<file path="src/rtl/txr_pkg.sv">
package txr_pkg;
  typedef enum logic [1:0] {
    OUT_ACK    = 2'd0,
    OUT_NACK   = 2'd1,
    OUT_LOWDRV = 2'd2,
    OUT_ARB    = 2'd3
  } outcome_t;

  typedef enum logic [1:0] {
    S_IDLE = 2'd0,
    S_SEND = 2'd1,
    S_GAP  = 2'd2
  } seq_state_t;

  localparam int STAT_READY   = 0;
  localparam int STAT_ARB     = 1;
  localparam int STAT_TIMEOUT = 2;
  localparam int STAT_W       = 3;
endpackage

</file>
<file path="src/rtl/txr_frame_mem.sv">
module txr_frame_mem #(
  parameter int DEPTH = 16,
  parameter int DW    = 8,
  localparam int IW   = $clog2(DEPTH)
) (
  input  logic          clk,
  input  logic          a_we,
  input  logic [IW-1:0] a_addr,
  input  logic [DW-1:0] a_wdata,
  output logic [DW-1:0] a_rdata,
  input  logic [IW-1:0] b_addr,
  output logic [DW-1:0] b_rdata
);
  logic [DW-1:0] mem [DEPTH];

  always_ff @(posedge clk) begin
    if (a_we) mem[a_addr] <= a_wdata;
    a_rdata <= mem[a_addr];
  end

  always_ff @(posedge clk) begin
    b_rdata <= mem[b_addr];
  end
endmodule

</file>
<file path="src/rtl/txr_fail_cnt.sv">
module txr_fail_cnt #(
  parameter int W = 4
) (
  input  logic         clk,
  input  logic         rst,
  input  logic         clr,
  input  logic         inc,
  output logic [W-1:0] q
);
  localparam logic [W-1:0] MAXV = {W{1'b1}};

  always_ff @(posedge clk) begin
    if (rst || clr) q <= '0;
    else if (inc && q != MAXV) q <= q + 1'b1;
  end

  // a start clears the count on the following cycle
  a_r9_clear: assert property (@(posedge clk) disable iff (rst) clr |=> q == '0);
  // a count only holds or steps up by one
  a_r4_step: assert property (@(posedge clk) disable iff (rst)
    !clr |=> (q == $past(q) || q == $past(q) + 1'b1));
endmodule

</file>
<file path="src/rtl/txr_seq.sv">
module txr_seq
  import txr_pkg::*;
#(
  parameter int LIM_W = 3,
  parameter int GAP   = 8,
  localparam int GW   = (GAP > 1) ? $clog2(GAP) : 1
) (
  input  logic             clk,
  input  logic             rst,
  input  logic             start_i,
  input  logic [LIM_W-1:0] limit_i,
  input  logic             done_i,
  input  outcome_t         result_i,
  output logic             busy_o,
  output logic             req_o,
  output logic             clr_cnt_o,
  output logic             inc_nack_o,
  output logic             inc_low_o,
  output logic             ev_ready_o,
  output logic             ev_arb_o,
  output logic             ev_timeout_o
);
  localparam logic [GW-1:0] GAP_LAST = GW'(GAP - 1);

  seq_state_t       state_q;
  logic [LIM_W-1:0] lim_q, used_q;
  logic [GW-1:0]    gap_q;
  logic             accept, fail, last;

  assign accept       = (state_q == S_SEND) && done_i;
  assign fail         = accept && (result_i == OUT_NACK || result_i == OUT_LOWDRV);
  assign last         = (used_q == lim_q);
  assign clr_cnt_o    = start_i && (state_q == S_IDLE);
  assign inc_nack_o   = accept && (result_i == OUT_NACK);
  assign inc_low_o    = accept && (result_i == OUT_LOWDRV);
  assign ev_ready_o   = accept && (result_i == OUT_ACK);
  assign ev_arb_o     = accept && (result_i == OUT_ARB);
  assign ev_timeout_o = fail && last;

  always_ff @(posedge clk) begin
    if (rst) begin
      state_q <= S_IDLE;
      busy_o  <= 1'b0;
      req_o   <= 1'b0;
      lim_q   <= '0;
      used_q  <= '0;
      gap_q   <= '0;
    end else begin
      case (state_q)
        S_IDLE: if (start_i) begin
          state_q <= S_SEND;
          busy_o  <= 1'b1;
          req_o   <= 1'b1;
          used_q  <= '0;
          lim_q   <= limit_i;
        end
        S_SEND: if (accept) begin
          req_o <= 1'b0;
          if (fail && !last) begin
            state_q <= S_GAP;
            gap_q   <= '0;
            used_q  <= used_q + 1'b1;
          end else begin
            state_q <= S_IDLE;
            busy_o  <= 1'b0;
          end
        end
        S_GAP: begin
          if (gap_q == GAP_LAST) begin
            state_q <= S_SEND;
            req_o   <= 1'b1;
          end else begin
            gap_q <= gap_q + 1'b1;
          end
        end
        default: state_q <= S_IDLE;
      endcase
    end
  end

  // a request is only raised inside an active transfer
  a_r2_req_busy: assert property (@(posedge clk) disable iff (rst) req_o |-> busy_o);
  // the number of retries taken never exceeds the latched limit
  a_r6_used_bound: assert property (@(posedge clk) disable iff (rst) busy_o |-> used_q <= lim_q);
  // the request stays low during the gap
  a_r5_gap_quiet: assert property (@(posedge clk) disable iff (rst) (state_q == S_GAP) |-> !req_o);
  // arbitration loss returns to idle with no retry
  a_r7_arb_stop: assert property (@(posedge clk) disable iff (rst)
    (accept && result_i == OUT_ARB) |=> (state_q == S_IDLE && !req_o));
  // every ending event leaves the block idle
  a_r3_end_idle: assert property (@(posedge clk) disable iff (rst)
    (ev_ready_o || ev_timeout_o) |=> !busy_o);
  // a start while active leaves the latched limit untouched
  a_r10_no_restart: assert property (@(posedge clk) disable iff (rst)
    (start_i && state_q != S_IDLE) |=> lim_q == $past(lim_q));
endmodule

</file>
<file path="src/rtl/frame_tx_retry.sv">
module frame_tx_retry
  import txr_pkg::*;
#(
  parameter int DEPTH   = 16,
  parameter int DW      = 8,
  parameter int LIM_W   = 3,
  parameter int LIM_LSB = 4,
  parameter int GAP     = 8,
  localparam int IW     = $clog2(DEPTH),
  localparam int AW     = IW + 1,
  localparam int LEN_W  = $clog2(DEPTH + 1),
  localparam int CNT_W  = DW / 2
) (
  input  logic          clk,
  input  logic          rst,
  input  logic          reg_wr,
  input  logic [AW-1:0] reg_addr,
  input  logic [DW-1:0] reg_wdata,
  output logic [DW-1:0] reg_rdata,
  output logic          tx_req,
  output logic [LEN_W-1:0] tx_len,
  input  logic [IW-1:0] tx_byte_idx,
  output logic [DW-1:0] tx_byte,
  input  logic          tx_done,
  input  logic [1:0]    tx_result,
  output logic          irq_ready,
  output logic          irq_arb_lost,
  output logic          irq_retry_timeout
);
  localparam logic [AW-1:0] OFF_LEN   = AW'(DEPTH);
  localparam logic [AW-1:0] OFF_RETRY = AW'(DEPTH + 1);
  localparam logic [AW-1:0] OFF_CTRL  = AW'(DEPTH + 2);
  localparam logic [AW-1:0] OFF_CNT   = AW'(DEPTH + 3);
  localparam logic [AW-1:0] OFF_STAT  = AW'(DEPTH + 4);

  logic             is_mem, start, stat_wr;
  logic [LEN_W-1:0] len_q;
  logic [LIM_W-1:0] retry_q;
  logic [STAT_W-1:0] stat_q, stat_set;
  logic [DW-1:0]    mem_rdata, reg_val, reg_val_q;
  logic             rd_mem_q;
  logic [CNT_W-1:0] nack_cnt, low_cnt;
  logic busy, clr_cnt, inc_nack, inc_low, ev_ready, ev_arb, ev_timeout;

  assign is_mem  = !reg_addr[AW-1];
  assign start   = reg_wr && (reg_addr == OFF_CTRL) && reg_wdata[0];
  assign stat_wr = reg_wr && (reg_addr == OFF_STAT);

  txr_frame_mem #(.DEPTH(DEPTH), .DW(DW)) u_mem (
    .clk     (clk),
    .a_we    (reg_wr && is_mem),
    .a_addr  (reg_addr[IW-1:0]),
    .a_wdata (reg_wdata),
    .a_rdata (mem_rdata),
    .b_addr  (tx_byte_idx),
    .b_rdata (tx_byte)
  );

  txr_seq #(.LIM_W(LIM_W), .GAP(GAP)) u_seq (
    .clk          (clk),
    .rst          (rst),
    .start_i      (start),
    .limit_i      (retry_q),
    .done_i       (tx_done),
    .result_i     (outcome_t'(tx_result)),
    .busy_o       (busy),
    .req_o        (tx_req),
    .clr_cnt_o    (clr_cnt),
    .inc_nack_o   (inc_nack),
    .inc_low_o    (inc_low),
    .ev_ready_o   (ev_ready),
    .ev_arb_o     (ev_arb),
    .ev_timeout_o (ev_timeout)
  );

  txr_fail_cnt #(.W(CNT_W)) u_nack_cnt (
    .clk (clk), .rst (rst), .clr (clr_cnt), .inc (inc_nack), .q (nack_cnt)
  );

  txr_fail_cnt #(.W(CNT_W)) u_low_cnt (
    .clk (clk), .rst (rst), .clr (clr_cnt), .inc (inc_low), .q (low_cnt)
  );

  always_ff @(posedge clk) begin
    if (rst) begin
      len_q   <= '0;
      retry_q <= '0;
    end else if (reg_wr) begin
      if (reg_addr == OFF_LEN)   len_q   <= reg_wdata[LEN_W-1:0];
      if (reg_addr == OFF_RETRY) retry_q <= reg_wdata[LIM_LSB +: LIM_W];
    end
  end

  assign stat_set[STAT_READY]   = ev_ready;
  assign stat_set[STAT_ARB]     = ev_arb;
  assign stat_set[STAT_TIMEOUT] = ev_timeout;

  for (genvar i = 0; i < STAT_W; i++) begin : g_stat
    always_ff @(posedge clk) begin
      if (rst) stat_q[i] <= 1'b0;
      else if (stat_set[i]) stat_q[i] <= 1'b1;
      else if (stat_wr && reg_wdata[i]) stat_q[i] <= 1'b0;
    end
    // a written 1 with no new event clears the bit
    a_r8_w1c: assert property (@(posedge clk) disable iff (rst)
      (stat_wr && reg_wdata[i] && !stat_set[i]) |=> !stat_q[i]);
  end

  always_comb begin
    reg_val = '0;
    case (reg_addr)
      OFF_LEN:   reg_val = DW'(len_q);
      OFF_RETRY: reg_val = DW'(retry_q) << LIM_LSB;
      OFF_CTRL:  reg_val = DW'(busy);
      OFF_CNT:   reg_val = {low_cnt, nack_cnt};
      OFF_STAT:  reg_val = DW'(stat_q);
      default:   reg_val = '0;
    endcase
  end

  always_ff @(posedge clk) begin
    if (rst) begin
      reg_val_q <= '0;
      rd_mem_q  <= 1'b0;
    end else begin
      reg_val_q <= reg_val;
      rd_mem_q  <= is_mem;
    end
  end

  assign reg_rdata         = rd_mem_q ? mem_rdata : reg_val_q;
  assign tx_len            = len_q;
  assign irq_ready         = stat_q[STAT_READY];
  assign irq_arb_lost      = stat_q[STAT_ARB];
  assign irq_retry_timeout = stat_q[STAT_TIMEOUT];

  // at most one status bit becomes set in any cycle
  a_r3_one_irq: assert property (@(posedge clk) disable iff (rst)
    $onehot0(stat_q & ~$past(stat_q)));
  // an arbitration-lost ending leaves the counters as they were
  a_r7_cnt_hold: assert property (@(posedge clk) disable iff (rst)
    (tx_done && tx_result == 2'd3 && busy) |=> $stable({low_cnt, nack_cnt}));
endmodule

</file>
<file path="config.mk">
export PLATFORM = sky130hd
export DESIGN_NAME = frame_tx_retry
export DESIGN_NICKNAME = d
export VERILOG_FILES = /design/src/rtl/txr_pkg.sv /design/src/rtl/txr_frame_mem.sv /design/src/rtl/txr_fail_cnt.sv /design/src/rtl/txr_seq.sv /design/src/rtl/frame_tx_retry.sv
export SDC_FILE = /design/constraint.sdc
export NUM_CORES = 1
export LEC_CHECK = 0
export BUFFER_PORTS_ARGS = -buffer_cell sky130_fd_sc_hd__buf_2
export CAP_MARGIN = 25
export CORE_ASPECT_RATIO = 1.25
export CORE_UTILIZATION = 45
export CTS_CLUSTER_SIZE = 10
export DETAILED_ROUTE_END_ITERATION = 6
export PLACE_DENSITY = 0.69
export SLEW_MARGIN = 5
export SYNTH_ARGS = -nofsm -noshare
export SYNTH_HDL_FRONTEND = slang
export SYNTH_SLANG_ARGS = --single-unit
</file>
<file path="constraint.sdc">
create_clock -name clk -period 6.32 [get_ports clk]
set_input_delay 0.948 -clock clk [delete_from_list [all_inputs] [get_ports clk]]
set_output_delay 0.948 -clock clk [all_outputs]
set_load 0.1 [all_outputs]
</file>
==> summary.md, run 1 <==
| Metric | Value |
|---|---|
| Outcome | `finished clean` |
| Initial antenna violation count | `0` |
| Cell taking the most area after synthesis | `edfxtp_1` |
| RSZ-0062 raised after global routing | `false` |
| Post-synth EDFFs | `128` |
| Post-route insts no fill | `769` |
| Vias in the first global route | `5007` |
| Cell variety after synth | `44` |
| ANT cells | `0` |
| CTS sink count | `185` |
| Slew Viols, Final | `0` |
| Via count | `4792` |
| CTS tree | `yes` |
| Combinational Power Share | `0.088` |
| Post-Syn Area | `8140 µm²` |
| Seq pwr share | `0.502` |
| R2r setup slk | `4150 ps` |
| Slew HR | `0.297` |
| Final setup fails | `0` |
| Clock root cell | `clkbuf_16` |
| Critical path launch point type | `primary input` |
| Post-CTS setup buffers | `0` |
| Worst Slack Setup Final | `3470 ps` |
| Clk_lat worst skew | `430 ps` |
| Rows | `54` |
| Via density | `6.23` |
| Count leader, synth | `edfxtp_1` |
| Clock power frac | `0.410` |
| First-pass DRT Iterations | `5` |
| Placed Cells | `736` |
| First-pass GRT wire length | `29.4 mm` |
| H-Tree Depth | `4` |
| Hold_buf cts | `0` |
| Area contributors post-synth | `edfxtp_1 (47%), mux4_2 (22%), dfxtp_1 (14%), nor2_1 (1.9%), mux2i_1 (1.6%)` |
| Syn_nets | `520` |
| Worst-case clock buffer depth | `2` |
| Post-layout net count | `564` |
| Crit-path max FO | `32` |
| Initial core utilization | `0.463` |
| Pwr/cell area | `287 nW/µm²` |
| Worst setup EP type | `register` |
| Half-perimeter wire length after placement | `12.6 mm` |
| Grt ovf | `0` |
| GPL Wtd Cong | `0.826` |
| Syn_area_per_cell | `16.7 µm²` |
| Synthesized flop and latch total | `185` |
| Tot GR Track Use | `0.220` |
| Synth top cells by count | `edfxtp_1 (128), mux4_2 (80), dfxtp_1 (57)` |
| DIE HEIGHT | `152 µm` |
| HP Class | `register to register` |
| Asr flop ratio synth | `0` |
| Maximum clock frequency | `351 MHz` |
| Setup_tns | `0 ps` |
| Top-area cell type share of the netlist area | `0.472` |
| PostCTS Resize Cnt | `0` |
| Final hold slack | `469 ps` |
| Sequential-to-total area share from yosys stat | `0.612` |
| Synthesis-to-layout area growth | `13.2%` |
| Max-cap violation count | `0` |
| Die Span X | `122 µm` |
| CP arrival | `3150 ps` |
| Avg WL per Cell | `24.8 µm` |
| Port Buf Inserts | `47` |
| Final-report hold violation count | `0` |
| Routed Antenna Nets | `0` |
| Clock Skews | `9.15 ps` |
| Peak supply drop | `0.197 mV` |
| Largest net degree at the start of global routing | `33` |
| Total CTS buffers | `17` |
| Final Routed Wirelength | `19.1 mm` |
| DRC | `0` |
| Critical path class | `primary input to register` |
| Clock transition at path regs | `70 ps` |
| I/O pin count | `48` |
| Die area | `18600 µm²` |
| Tcrit/Tclk final | `0.450` |
| Yosys warnings | `0` |
| Top_reg_cell synth | `edfxtp_1` |
| Mapped Cells | `488` |
| Minimum clock period | `2850 ps` |
| Core area | `17600 µm²` |
| Leakage power | `0.00317 µW` |
| Setup slack after placement | `2990 ps` |
| Slew of the pin with the lowest slew margin | `1050 ps` |
| CP required | `6620 ps` |
| Int Pwr | `2030 µW` |
| NetSw | `614 µW` |
| Switching share of power | `0.232` |
| Iteration-0 DRC Markers | `513` |
| Fraction of layout cells with a size suffix above 1 | `0.334` |
[state kept, by name, summed over array words and instances, names as in the netlist, 4 cells and up]
signal and flops:
tx_len 5, u_low_cnt.q 4, u_mem.b_rdata 8, reg_val_q 8, u_mem.a_rdata 8, u_mem.mem 128
u_nack_cnt.q 4
[cells by family (layout without fill, tap and decap cells)]
| group | count (synthesis) | count (layout) | share of synthesized area |
|---|---|---|---|
| flip-flops | 185 | 185 | 0.612 |
| AND/OR/NAND/NOR | 114 | 114 | 0.0692 |
| buffers and inverters | 41 | 98 | 0.0227 |
| XOR/XNOR | 9 | 9 | 0.00968 |
| adder cells (fa/ha/maj) | 9 | 9 | 0.0138 |
| multiplexers | 102 | 102 | 0.250 |
| AO/OA/AOI/OAI | 28 | 28 | 0.0224 |
[layout make-up]
type                    instances  area, µm²
multi-input cells             262       2970
clock inverters                14        171
well taps                     224        280
flip-flops and latches        185       4980
clock buffers                  18        439
repair buffers                 60        343
inverters                       6       22.5
fillers                      1418       8360
[critical path: stages]
cell and delay (ps):
buf_2 350, buf_4 500, nand4b_1 270, or4_1 620
nand2b_1 360, nor2_1 90
[placed cells by master (no fill, tap or decap), types with 3 or more instances in the layout]
| cell type | instances |
|---|---|
| nor2_1 | 42 |
| a31oi_1 | 3 |
| dfxtp_1 | 57 |
| clkinv_4 | 4 |
| bufinv_16 | 3 |
| nand2b_1 | 3 |
| nand4_1 | 8 |
| edfxtp_1 | 128 |
| nand3_1 | 12 |
| a21oi_1 | 12 |
| a22oi_1 | 3 |
| mux2i_1 | 13 |
| ha_1 | 9 |
| buf_4 | 11 |
| nand2_1 | 17 |
| buf_2 | 48 |
| nor3_1 | 12 |
| mux2_2 | 9 |
| xor2_1 | 9 |
| mux4_2 | 80 |
| clkbuf_16 | 17 |
| inv_1 | 6 |
| and3_1 | 3 |
[power by group through the flow]
stage / registers (µW) / clock network (µW) / logic, µW
after CTS: 1330 / 1100 / 233
after floorplan: 1390 / 0 / 130
after global routing: 1330 / 1150 / 245
final: 1330 / 1080 / 234
after detailed placement: 1350 / 0 / 231
after global placement: 1350 / 0 / 229
[through the flow]
step | area, µm² | utilization | power (µW)
after global routing | 9210 | 0.524 | 2720
after detailed placement | 8580 | 0.488 | 1580
after global placement | 8570 | 0.488 | 1580
after floorplan | 8140 | - | 1520
final | 9210 | 0.524 | 2640
after CTS | 9190 | 0.523 | 2660
[layer usage]
layer | part of all wire | up-vias | wire, µm | global-route usage
met5 | 0 | - | 0 | 0
met4 | 0.030 | 0 | 571 | 0.0999
met3 | 0.057 | 35 | 1090 | 0.0445
met2 | 0.53 | 210 | 10100 | 0.371
met1 | 0.38 | 2498 | 7330 | 0.269
li1 | - | 2049 | - | -
[path summary, 6_finish.rpt]
check / from / end / cells after the start
setup / recovery: reg_addr[1] / u_low_cnt.q[2]$_SDFFE_PP0P_ / 6
hold / removal: u_seq.lim_q[2]$_SDFFE_PP0P_ / u_seq.lim_q[2]$_SDFFE_PP0P_ / 2
setup reg to reg: u_seq.state_q[0]$_SDFFE_PP0P_ / u_seq.used_q[2]$_SDFFE_PP0P_ / 5
hold reg to reg: u_seq.lim_q[2]$_SDFFE_PP0P_ / u_seq.lim_q[2]$_SDFFE_PP0P_ / 2
Note: power is estimated with default switching activity, not from simulation.
==> run 2: changes to the inputs <==
clock period = 2.8 ns   (was 6.32 ns; I/O delays follow)
==> run 2 against run 1 <==
Effect of this change: combinational power up 130%; highest routed layer unchanged; via count barely moved; cell count grew 3.9%; clock skew shrank 4.1 ps; critical path depth shrank 4; critical endpoint is now reg_rdata[1].
==> summary.md, run 2 (synthesis results as in run 1) <==
| Metric | Value |
|---|---|
| Outcome | `finished clean (unchanged)` |
| CP Buf/Inv Count | `1 (was 2)` |
| Critical path launch point type | `register (was primary input)` |
| Maximum clock frequency | `465 MHz` |
| Number of flip-flops in the largest register | `128 (unchanged)` |
| Largest net degree at the start of global routing | `33 (unchanged)` |
| Most frequent cells in the layout | `edfxtp_1 (128), mux4_2 (80), dfxtp_1 (57) (unchanged)` |
| Top reg by flops | `u_mem.mem (unchanged)` |
| Fillcell total | `1415 (was 1418)` |
| Fraction of layout cells with a size suffix above 1 | `0.365 (was 0.334)` |
| RSZ-0062 raised after global routing | `false (unchanged)` |
| Crit-path max FO | `8 (was 32)` |
| Port Buf Inserts | `47 (unchanged)` |
| Die Span X | `122 µm (unchanged)` |
| Final hold slack | `264 ps (was 469 ps)` |
| CP delay by family, top | `flip-flops (was simple AND/OR/NAND/NOR gates)` |
| Final setup fails | `0 (unchanged)` |
| Seq pwr share | `0.517 (was 0.502)` |
| Int Pwr | `4400 µW (was 2030 µW)` |
| Initial antenna violation count | `0 (unchanged)` |
| Total Power | `5790 µW (was 2640 µW)` |
| Final design utilization | `0.536 (was 0.524)` |
| Iteration-0 DRC Markers | `552 (was 513)` |
| Slew HR | `0.405 (was 0.297)` |
| Slew of the pin with the lowest slew margin | `878 ps (was 1050 ps)` |
| DIE HEIGHT | `152 µm (unchanged)` |
| Switching share of power | `0.241 (was 0.232)` |
| Worst-case clock buffer depth | `2 (unchanged)` |
| Synthesis-to-layout area growth | `15.7% (was 13.2%)` |
| CTS sink count | `185 (unchanged)` |
| Worst setup EP type | `primary output (was register)` |
| Post-CTS setup buffers | `0 (unchanged)` |
| Initial core utilization | `0.463 (unchanged)` |
| Via count | `4794 (was 4792)` |
| Clock Skews | `5.07 ps (was 9.15 ps)` |
| Clock transition at path regs | `60 ps (was 70 ps)` |
| Slowest cell on crit path | `dfxtp_1 (was or4_1)` |
| Core area | `17600 µm² (unchanged)` |
| Critical path cell sequence | `mux2_2 -> buf_2 (was buf_2 -> buf_4 -> nand4b_1 -> or4_1 -> nand2b_1 -> nor2_1)` |
| CTS tree | `yes (unchanged)` |
| Die area | `18600 µm² (unchanged)` |
| Tot GR Track Use | `0.223 (was 0.220)` |
| First-pass DRT Iterations | `5 (unchanged)` |
| Post-layout net count | `594 (was 564)` |
| Crit path largest cell delay | `600 ps (was 620 ps)` |
| Avg WL per Cell | `24.2 µm (was 24.8 µm)` |
| Max-cap violation count | `0 (unchanged)` |
| Peak supply drop | `0.417 mV (was 0.197 mV)` |
| Clock power frac | `0.389 (was 0.410)` |
| Clock root cell | `clkbuf_16 (unchanged)` |
| Half-perimeter wire length after placement | `13.6 mm (was 12.6 mm)` |
| CP required | `2380 ps (was 6620 ps)` |
| Minimum clock period | `2150 ps` |
| Pwr/cell area | `615 nW/µm² (was 287 nW/µm²)` |
| Most common cell after layout, fill and taps aside | `edfxtp_1 (unchanged)` |
| Setup_tns | `0 ps (unchanged)` |
| ANT cells | `0 (unchanged)` |
| H-Tree Depth | `4 (unchanged)` |
| Final-report hold violation count | `0 (unchanged)` |
| Combinational Power Share | `0.094 (was 0.088)` |
| NetSw | `1400 µW (was 614 µW)` |
| Slew Viols, Final | `0 (unchanged)` |
| Final Routed Wirelength | `19.3 mm (was 19.1 mm)` |
| Clk_lat worst skew | `420 ps (was 430 ps)` |
| I/O pin count | `48 (unchanged)` |
| GPL Wtd Cong | `0.844 (was 0.826)` |
| Vias in the first global route | `5063 (was 5007)` |
| Total CTS buffers | `17 (unchanged)` |
| Leakage power | `0.00331 µW (was 0.00317 µW)` |
| Via density | `6.00 (was 6.23)` |
| Routed Antenna Nets | `0 (unchanged)` |
| Hold_buf cts | `0 (unchanged)` |
| First-pass GRT wire length | `29.8 mm (was 29.4 mm)` |
| HP Class | `primary input to register (was register to register)` |
| CP arrival | `1730 ps (was 3150 ps)` |
| Grt ovf | `0 (unchanged)` |
| PostCTS Resize Cnt | `0 (unchanged)` |
| Tcrit/Tclk final | `0.768` |
| Critical path class | `register to primary output (was primary input to register)` |
| Rows | `54 (unchanged)` |
| DRC | `0 (unchanged)` |
==> run 2: cell count changes in the layout (fill, tap and decap cells not counted), sizes merged <==
cell      before  now
buf           60   90
clkinvlp       2    4
bufinv         3    1
inv            8    9
clkinv         7    6
==> run 2: worst paths after layout <==
check | start | to | slack, ps | cells after the start
setup / recovery | rd_mem_q$_SDFF_PP0_ | reg_rdata[1] | 650 | 2
hold / removal | reg_addr[4] | rd_mem_q$_SDFF_PP0_ | 260 | 2
setup reg to reg | u_seq.state_q[0]$_SDFFE_PP0P_ | u_seq.used_q[2]$_SDFFE_PP0P_ | 700 | 4
hold reg to reg | u_seq.lim_q[0]$_SDFFE_PP0P_ | u_seq.lim_q[0]$_SDFFE_PP0P_ | 470 | 2
==> run 2: routing by layer <==
layer | vias to the layer above | track usage | share of wire
met3 | 27 | 0.0554 | 0.056
met1 | 2469 | 0.284 | 0.40
met2 | 191 | 0.367 | 0.52
met5 | - | 0 | 0
met4 | 0 | 0.0836 | 0.025
li1 | 2107 | - | -
==> run 2: per-stage QoR <==
step	setup WS, ps	instance area [µm²]	instances
5_1_grt	549	9420	799
3_3_place_gp	574	8870	767
3_5_place_dp	476	8870	767
2_1_floorplan	361	8140	488
4_1_cts	644	9420	799
6_report	649	9420	799
==> run 2: final cells by class <==
| cell class | count | area, µm² | share of cell area |
|---|---|---|---|
| sequential | 185 | 4980 | 0.529 |
| multi-input combinational | 262 | 2970 | 0.315 |
| timing repair buffer | 90 | 608 | 0.0646 |
| clock buffer | 18 | 429 | 0.0456 |
| tap | 224 | 280 | 0.0298 |
| clock inverter | 14 | 124 | 0.0132 |
| inverter | 6 | 22.5 | 0.00239 |
==> run 2: power groups by stage <==
| stage | clock, µW | combinational, µW | sequential [µW] |
|---|---|---|---|
| 6_report | 2250 | 545 | 2990 |
| 5_1_grt | 2410 | 572 | 3000 |
| 4_1_cts | 2300 | 551 | 2990 |
| 3_5_place_dp | 0 | 549 | 3050 |
| 3_3_place_gp | 0 | 542 | 3050 |
| 2_1_floorplan | 0 | 293 | 3150 |
==> run 3: changes to the inputs <==
clock period = 2.1 ns   (was 2.8 ns; I/O delays follow)
==> run 3 against run 2 <==
Effect of this change: critical path depth stayed put; sequential share of layout area is 1.0 points lower; cell count is 1.3% higher; first-iteration DRC count is 9.1% lower; critical path type unchanged; largest power group unchanged.
==> summary.md, run 3 (synthesis results as in run 1) <==
| Metric | Value |
|---|---|
| Most frequent cells in the layout | `edfxtp_1 (128), mux4_2 (80), dfxtp_1 (57) (unchanged)` |
| HP Class | `primary input to register (unchanged)` |
| Grt ovf | `0 (unchanged)` |
| Slew Viols, Final | `0 (unchanged)` |
| Slew of the pin with the lowest slew margin | `585 ps (was 878 ps)` |
| R2r setup slk | `390 ps (was 700 ps)` |
| Post-layout net count | `604 (was 594)` |
| Total CTS buffers | `17 (unchanged)` |
| RSZ-0062 raised after global routing | `false (unchanged)` |
| First-pass DRT Iterations | `6 (was 5)` |
| Number of flip-flops in the largest register | `128 (unchanged)` |
| GPL Wtd Cong | `0.854 (was 0.844)` |
| Hold Path Origin | `reg_wdata[7] (was reg_addr[4])` |
| R2r endpoint | `u_seq.busy_o$_SDFFE_PP0P_ (was u_seq.used_q[2]$_SDFFE_PP0P_)` |
| Critical path launch point type | `register (unchanged)` |
| Peak supply drop | `0.624 mV (was 0.417 mV)` |
| Pwr/cell area | `823 nW/µm² (was 615 nW/µm²)` |
| DRC | `0 (unchanged)` |
| ANT cells | `0 (unchanged)` |
| Maximum clock frequency | `513 MHz` |
| H-Tree Depth | `4 (unchanged)` |
| Clock transition at path regs | `70 ps (was 60 ps)` |
| Final setup fails | `0 (unchanged)` |
| Tcrit/Tclk final | `0.928` |
| Iteration-0 DRC Markers | `502 (was 552)` |
| Top reg by flops | `u_mem.mem (unchanged)` |
| Fillcell total | `1393 (was 1415)` |
| Clk_lat worst skew | `440 ps (was 420 ps)` |
| Worst Slack Setup Final | `152 ps (was 649 ps)` |
| Critical path class | `register to primary output (unchanged)` |
| R2r worst-path depth | `5 (was 4)` |
| Via count | `4879 (was 4794)` |
| Hold path depth | `1 (was 2)` |
| Half-perimeter wire length after placement | `13.6 mm (about the same)` |
| Outcome | `finished clean (unchanged)` |
| Max-cap violation count | `0 (unchanged)` |
| CTS tree | `yes (unchanged)` |
| First-pass GRT wire length | `30.1 mm (was 29.8 mm)` |
| Crit-path max FO | `8 (unchanged)` |
| Rows | `54 (unchanged)` |
| I/O pin count | `48 (unchanged)` |
| DIE HEIGHT | `152 µm (unchanged)` |
| Tot GR Track Use | `0.228 (was 0.223)` |
| Initial core utilization | `0.463 (unchanged)` |
| Post-CTS setup buffers | `0 (unchanged)` |
| Core area | `17600 µm² (unchanged)` |
| CTS sink count | `185 (unchanged)` |
| Fraction of layout cells with a size suffix above 1 | `0.383 (was 0.365)` |
| Routed Antenna Nets | `0 (unchanged)` |
| Synthesis-to-layout area growth | `18.0% (was 15.7%)` |
| PostCTS Resize Cnt | `0 (unchanged)` |
| CP required | `1780 ps (was 2380 ps)` |
| CP arrival | `1630 ps (was 1730 ps)` |
| Die area | `18600 µm² (unchanged)` |
| Worst-case clock buffer depth | `2 (unchanged)` |
| Initial antenna violation count | `0 (unchanged)` |
| Largest net degree at the start of global routing | `33 (unchanged)` |
| Final Routed Wirelength | `19.7 mm (was 19.3 mm)` |
| Setup slack after placement | `99.8 ps (was 476 ps)` |
| Most common cell after layout, fill and taps aside | `edfxtp_1 (unchanged)` |
| Avg WL per Cell | `24.3 µm (was 24.2 µm)` |
| Slew HR | `0.610 (was 0.405)` |
| Leakage power | `0.00339 µW (was 0.00331 µW)` |
| Worst setup EP type | `primary output (unchanged)` |
| Hold_buf cts | `0 (unchanged)` |
| Start of the worst register-to-register path | `u_seq.used_q[2]$_SDFFE_PP0P_ (was u_seq.state_q[0]$_SDFFE_PP0P_)` |
| Minimum clock period | `1950 ps` |
| Hold EP | `u_mem.mem[3][7]$_DFFE_PP_ (was rd_mem_q$_SDFF_PP0_)` |
| Clock root cell | `clkbuf_16 (unchanged)` |
| Vias in the first global route | `5015 (was 5063)` |
| Clock Skews | `20.0 ps (was 5.07 ps)` |
| Die Span X | `122 µm (unchanged)` |
| Final-report hold violation count | `0 (unchanged)` |
| Via density | `6.03 (was 6.00)` |
| Port Buf Inserts | `47 (unchanged)` |
| Setup_tns | `0 ps (unchanged)` |
==> run 3: cell types whose count changed in the layout (fill, tap and decap cells not counted), moves of 2 or more <==
cell      change
buf_12        +4
nor3_1        -4
buf_4         +6
nor3_2        +4
clkinv_2      -2
clkbuf_1      +2
clkinv_1      -2
==> run 3: per-layer routing <==
layer,track usage,vias to the layer above,routed length [µm]
met1,0.301,2539,7910
li1,-,2130,-
met5,0,-,0
met2,0.365,179,10100
met4,0.0912,0,619
met3,0.0472,31,1040
==> run 3: power breakdown <==
| part | total, µW | internal (µW) | switching [µW] |
|---|---|---|---|
| combinational | 744 | 277 | 467 |
| clock | 3160 | 1760 | 1400 |
| sequential | 4000 | 3960 | 36.0 |
| total | 7900 | 6000 | 1910 |
==> run 3: critical path, stage by stage (launching register included) <==
cell	delay (ps)
dfxtp_1	520
mux2_2	400
buf_2	290
==> run 3: per-stage QoR <==
step	instances	cell area [µm²]	power, µW	hold WS, ps	utilization
finish	809	9600	7900	238	0.547
global route	809	9600	8140	237	0.547
CTS	809	9600	7950	235	0.547
detailed placement	777	9010	4820	466	0.513
global placement	777	9010	4810	459	0.513
floorplan	488	8160	4590	387	-
==> run 3: layout make-up <==
type | count | area, µm² | share of cell area
clock inverter | 10 | 115 | 0.0120
sequential | 185 | 4980 | 0.519
multi-input combinational | 262 | 2990 | 0.311
tap | 224 | 280 | 0.0292
clock buffer | 22 | 475 | 0.0495
timing repair buffer | 100 | 733 | 0.0764
inverter | 6 | 22.5 | 0.00235
==> run 3: worst max path at each step <==
stage | slack [ps] | start | cells after the start | endpoint
final | 150 | rd_mem_q$_SDFF_PP0_ | 2 | reg_rdata[6]
after floorplan | -30 | reg_addr[1] | 5 | u_mem.mem[7][0]$_DFFE_PP_
after detailed placement | 100 | reg_addr[3] | 5 | u_nack_cnt.q[3]$_SDFFE_PP0P_
after CTS | 130 | rd_mem_q$_SDFF_PP0_ | 2 | reg_rdata[6]
after global routing | 100 | rd_mem_q$_SDFF_PP0_ | 2 | reg_rdata[6]
after global placement | 170 | reg_addr[3] | 5 | u_low_cnt.q[2]$_SDFFE_PP0P_
